[src/rtl/store_hs_pkg.sv]
package store_hs_pkg;
  typedef enum logic [2:0] {
    ST_IDLE,
    ST_GRACE,
    ST_HOLD,
    ST_STORE,
    ST_RELEASE
  } hs_state_e;
endpackage

[src/rtl/hs_line_sync.sv]
module hs_line_sync #(
  parameter int unsigned STAGES = 2
) (
  input  logic clk_i,
  input  logic rst_ni,
  input  logic line_i,
  output logic line_o
);
  logic [STAGES-1:0] sync_q;

  // reset to 1: the line idles high through its pull-up
  always_ff @(posedge clk_i or negedge rst_ni) begin
    if (!rst_ni) sync_q <= '1;
    else         sync_q <= {sync_q[STAGES-2:0], line_i};
  end

  assign line_o = sync_q[STAGES-1];
endmodule

[src/rtl/hs_dirty_flag.sv]
module hs_dirty_flag (
  input  logic clk_i,
  input  logic rst_ni,
  input  logic set_i,
  input  logic clr_i,
  output logic dirty_o
);
  logic dirty_q;

  always_ff @(posedge clk_i or negedge rst_ni) begin
    if (!rst_ni)    dirty_q <= 1'b0;
    else if (clr_i) dirty_q <= 1'b0;
    else if (set_i) dirty_q <= 1'b1;
  end

  assign dirty_o = dirty_q;
endmodule

[src/rtl/hs_store_engine.sv]
module hs_store_engine #(
  parameter int unsigned STORE_CYC = 32
) (
  input  logic clk_i,
  input  logic rst_ni,
  input  logic start_i,
  output logic busy_o,
  output logic done_o
);
  localparam int unsigned CW = $clog2(STORE_CYC + 1);
  localparam logic [CW-1:0] C_LAST = CW'(STORE_CYC - 1);

  logic          busy_q;
  logic [CW-1:0] cnt_q;

  always_ff @(posedge clk_i or negedge rst_ni) begin
    if (!rst_ni) begin
      busy_q <= 1'b0;
      cnt_q  <= '0;
    end else if (start_i && !busy_q) begin
      busy_q <= 1'b1;
      cnt_q  <= '0;
    end else if (busy_q) begin
      if (cnt_q == C_LAST) busy_q <= 1'b0;
      else                 cnt_q  <= cnt_q + 1'b1;
    end
  end

  assign busy_o = busy_q;
  assign done_o = busy_q && (cnt_q == C_LAST);
endmodule

[src/rtl/store_handshake_ctrl.sv]
module store_handshake_ctrl
  import store_hs_pkg::*;
#(
  parameter int unsigned DELAY_CYC   = 8,
  parameter int unsigned STORE_CYC   = 32,
  parameter int unsigned SYNC_STAGES = 2
) (
  input  logic clk_i,
  input  logic rst_ni,
  input  logic wr_strobe_i,
  input  logic auto_store_i,
  input  logic sw_store_i,
  input  logic recall_done_i,
  input  logic line_i,
  output logic line_pull_o,
  output logic wr_inhibit_o,
  output logic rd_inhibit_o,
  output logic store_start_o
);
  localparam int unsigned GW = $clog2(DELAY_CYC + 1);
  localparam logic [GW-1:0] G_LAST = GW'(DELAY_CYC - 1);

  hs_state_e     state_q, state_d;
  logic [GW-1:0] gcnt_q;
  logic          auto_q;
  logic          start_q;
  logic          line_s;
  logic          dirty_q;
  logic          eng_busy;
  logic          eng_done;
  logic          dirty_set;
  logic          dirty_clr;
  logic          grace_end;

  hs_line_sync #(.STAGES(SYNC_STAGES)) u_sync (
    .clk_i  (clk_i),
    .rst_ni (rst_ni),
    .line_i (line_i),
    .line_o (line_s)
  );

  assign dirty_set = wr_strobe_i && (state_q == ST_IDLE || state_q == ST_GRACE);
  assign dirty_clr = eng_done || recall_done_i;

  hs_dirty_flag u_dirty (
    .clk_i   (clk_i),
    .rst_ni  (rst_ni),
    .set_i   (dirty_set),
    .clr_i   (dirty_clr),
    .dirty_o (dirty_q)
  );

  hs_store_engine #(.STORE_CYC(STORE_CYC)) u_engine (
    .clk_i   (clk_i),
    .rst_ni  (rst_ni),
    .start_i (start_q),
    .busy_o  (eng_busy),
    .done_o  (eng_done)
  );

  assign grace_end = (gcnt_q == G_LAST);

  always_comb begin
    state_d = state_q;
    unique case (state_q)
      ST_IDLE: begin
        if (sw_store_i)                  state_d = ST_STORE;
        else if (auto_store_i && dirty_q) state_d = ST_GRACE;
        else if (!line_s)                state_d = ST_GRACE;
      end
      ST_GRACE: begin
        // a write finishing in the last grace cycle still counts
        if (grace_end) state_d = (dirty_q || wr_strobe_i) ? ST_STORE : ST_HOLD;
      end
      ST_HOLD:    if (line_s)   state_d = ST_IDLE;
      ST_STORE:   if (eng_done) state_d = ST_RELEASE;
      ST_RELEASE: if (line_s)   state_d = ST_IDLE;
      default:                  state_d = ST_IDLE;
    endcase
  end

  always_ff @(posedge clk_i or negedge rst_ni) begin
    if (!rst_ni) begin
      state_q <= ST_IDLE;
      gcnt_q  <= '0;
      auto_q  <= 1'b0;
      start_q <= 1'b0;
    end else begin
      state_q <= state_d;
      start_q <= (state_q != ST_STORE) && (state_d == ST_STORE);
      if (state_q != ST_GRACE) gcnt_q <= '0;
      else if (!grace_end)     gcnt_q <= gcnt_q + 1'b1;
      if (state_q == ST_IDLE)
        auto_q <= !sw_store_i && auto_store_i && dirty_q;
    end
  end

  assign line_pull_o   = (state_q == ST_STORE) || (state_q == ST_GRACE && auto_q);
  assign wr_inhibit_o  = (state_q != ST_IDLE) || !line_s;
  assign rd_inhibit_o  = (state_q == ST_HOLD) || (state_q == ST_STORE) ||
                         (state_q == ST_RELEASE);
  assign store_start_o = start_q;
endmodule

[config.mk]
export PLATFORM = sky130hd
export DESIGN_NAME = store_handshake_ctrl
export DESIGN_NICKNAME = d
export VERILOG_FILES = /design/src/rtl/store_hs_pkg.sv /design/src/rtl/hs_line_sync.sv /design/src/rtl/hs_dirty_flag.sv /design/src/rtl/hs_store_engine.sv /design/src/rtl/store_handshake_ctrl.sv
export SDC_FILE = /design/constraint.sdc
export NUM_CORES = 1
export LEC_CHECK = 0
export ABC_AREA = 1
export BUFFER_PORTS_ARGS = -buffer_cell sky130_fd_sc_hd__buf_2
export CAP_MARGIN = 20
export CORE_UTILIZATION = 50
export DETAILED_ROUTE_END_ITERATION = 6
export PLACE_DENSITY_LB_ADDON = 0.12
export SYNTH_ARGS = -nofsm -noshare
export SYNTH_HDL_FRONTEND = slang
export SYNTH_SLANG_ARGS = --single-unit
[constraint.sdc]
create_clock -name clk_i -period 1.25 [get_ports clk_i]
set_input_delay 0 -clock clk_i [delete_from_list [all_inputs] [get_ports clk_i]]
set_output_delay 0 -clock clk_i [all_outputs]
set_load 0.02 [all_outputs]
==> metrics.txt <==
crit-path cells inv_2 > buf_4 > nor2_4 > a21oi_2 > buf_4; largest net degree at the start of global routing 20; crit path time final 1270 ps; hpwl dp 1350 um; Vias/cell 5.255; Setup-failing EPs final 1; TritonCTS clock tree done; power per standard cell area 799.8 mW/mm^2; RSZ-0062 raised after global routing yes; Initial Util 54.33%; Critical-path top delay cell dfrtp_1; outcome finished, violations left; RD Place Congestion 0.8552; Cell Area, Synth 958.4 um^2; final slew viol count 0; number of max-cap violations 0; Design Power 0.9707 mW; final hold vios 0; Async S/R FF share, synth 100.0%; CTS buffer count 3; Least-Margin Pin Slew 427.0 ps; Die W 45.78 um; Period Utilization, post-route 101.6%; DRT Wirelength 1985 um; # diodes 0; ys flop type dfrtp_1; Core Area 0.001764 mm^2; top cells by area, synth dfrtp_1, nand2_1, nand3_1, nor2_1, dfstp_2; WS Path Type reg2out; Chip Height 45.78 um; top-count cell post-synth nand2_1; crit path DAT 1270 ps; CTS Sinks 19; VDD IR max 0.0006850 V; Synthesis Warnings 0; Setup WS post-layout -20.03 ps; H-tree depth 1; startpoint class of the critical path register; first drt pass iteration count 4; CP max FO 5; Final ANT Viol Nets 0; IO Port Bufs 10; GRT Overall Usage 19.72%; vias in the first global route 717; clk slew on worst S/H paths 110 ps; Die ar. 0.002096 mm^2; top cells by count, synth nand2_1, dfrtp_1, nor2_1; Seq/Total Area, Yosys 49.87%; WP data required 1250 ps; GR Overflow Total 0; Worst-Skew Late Latency 290 ps; FP Rows 15; Syn Inst Count 117; fmax 0.7874 GHz; synthesized area per cell 8.192 um^2; # DRC 0; antenna violations before repair 0; Synth Net Count 126; Area growth syn-to-layout 26.63%; final layout net count 150; Synth cell types 22; Slew Limit Headroom 71.54%; most used cell, CP buf_4; Iteration-0 DRC Markers 32; Root Buffer clkbuf_4; clk_skew 1.096 ps; dpl ws -79.01 ps; leading area contributor after synthesis dfrtp_1; first-pass GRT wire length 2863 um; CTS Buffer Depth 2; fraction of final layout cells sized beyond drive strength 1 30.00%; I/O Pins 11; Post-synth EDFFs 0; FF+latch count, synth 19; share of the synthesized area in the top cell type 44.39%; via count 867; failing checks negative setup slack; slowest stage delay, CP 440 ps; Leak Pwr 0.5612 nW; detailed-route wire length per cell 12.03 um; Worst Setup End Kind primary output; Min-Delay Path Class in2reg
[report_power, final]
group	internal [mW]	switching [mW]	total [mW]	leakage (nW)
Sequential	0.620	0.00223	0.623	0.242
Combinational	0.0168	0.0197	0.0365	0.304
Clock	0.124	0.188	0.312	0.0150
Total	0.761	0.210	0.971	0.561
[sequential cells by signal, summed over array words and instances (netlist names)]
register	flops
auto_q	1
gcnt_q	4
u_dirty.dirty_o	1
store_start_o	1
state_q	3
u_engine.busy_o	1
u_engine.cnt_q	6
u_sync.sync_q	2
[logic make-up (layout without fill, tap and decap cells)]
logic type	Yosys count	count (layout)	share of synthesized area, %
and+or+nand+nor	66	66	31.07
DFF	19	19	49.87
AOI/OAI and AO/OA	14	14	9.138
adders and majority gates	2	2	2.611
buffers and inverters	14	37	5.483
xor gates and xnor gates	2	2	1.828
[routing by layer]
metal | track usage [%] | up-vias | wire length (um)
met5 | 0 | - | 0
met4 | 7.059 | 0 | 33
met3 | 5.952 | 6 | 115
met2 | 30.29 | 33 | 867
met1 | 26.41 | 403 | 969
li1 | - | 425 | -
[through the flow]
step	TNS, ps	utilization, %	instances	hold slack, ps	instance area [um^2]
final	-20.03	68.79	165	17.11	1214
after global routing	-637.3	68.79	165	37.20	1214
after CTS	-1.812	65.11	164	9.774	1149
after detailed placement	-148.4	60.64	156	-39.76	1070
after global placement	-73.55	60.64	156	-41.00	1070
after floorplan	0	-	117	-295.6	958.4
[worst paths after layout]
kind	from	end	slack, ps	cells after the start
min in group asynchronous	rst_ni	u_engine.cnt_q[0]	170	2
max	state_q[2]	rd_inhibit_o	-20	5
max reg2reg	u_engine.cnt_q[1]	u_engine.cnt_q[2]	10	5
max in group asynchronous	rst_ni	u_sync.sync_q[1]	750	2
min	sw_store_i	auto_q	20	4
min reg2reg	u_sync.sync_q[0]	u_sync.sync_q[1]	360	0
[cells in the final DEF, fill, tap and decap left out, types with 2 or more instances in the layout]
| master | instances |
|---|---|
| nand2_2 | 3 |
| dfstp_2 | 2 |
| buf_2 | 8 |
| inv_2 | 2 |
| a31oi_1 | 2 |
| nor2_4 | 3 |
| dfrtp_1 | 15 |
| o21ai_0 | 5 |
| inv_1 | 12 |
| a21oi_1 | 3 |
| dfrtp_2 | 2 |
| xor2_1 | 2 |
| nand4_1 | 3 |
| a21oi_2 | 2 |
| dlygate4sd3_1 | 4 |
| nor2_2 | 4 |
| clkbuf_4 | 3 |
| buf_4 | 7 |
| nand2_1 | 26 |
| nor2_1 | 10 |
| nand3_1 | 13 |
[area by class of cell]
cell class / count / area (um^2)
sequential: 19 / 480.5
timing repair buffer: 19 / 132.6
clock buffer: 4 / 26.28
tap: 25 / 31.28
inverter: 14 / 52.55
multi-input combinational: 84 / 490.5
fill: 156 / 550.5
[what timing repair did]
| item | in CTS | in global routing |
|---|---|---|
| gates resized for setup | 4 | 17 |
| setup endpoints to repair | 7 | 16 |
| endpoints found under the hold margin | 22 | 0 |
| pin swaps | 0 | 8 |
| cloned | 0 | 0 |
| hold buffers | 4 | 0 |
| buffers inserted | 0 | 1 |
[critical path: cells and delay by family, from the launching register on]
kind / cells / cell delay (ps)
and+or+nand+nor: 1 / 40
AOI/OAI and AO/OA: 1 / 110
buffers and inverters: 3 / 390
DFF: 1 / 440
(Power assumes the default switching activity.)
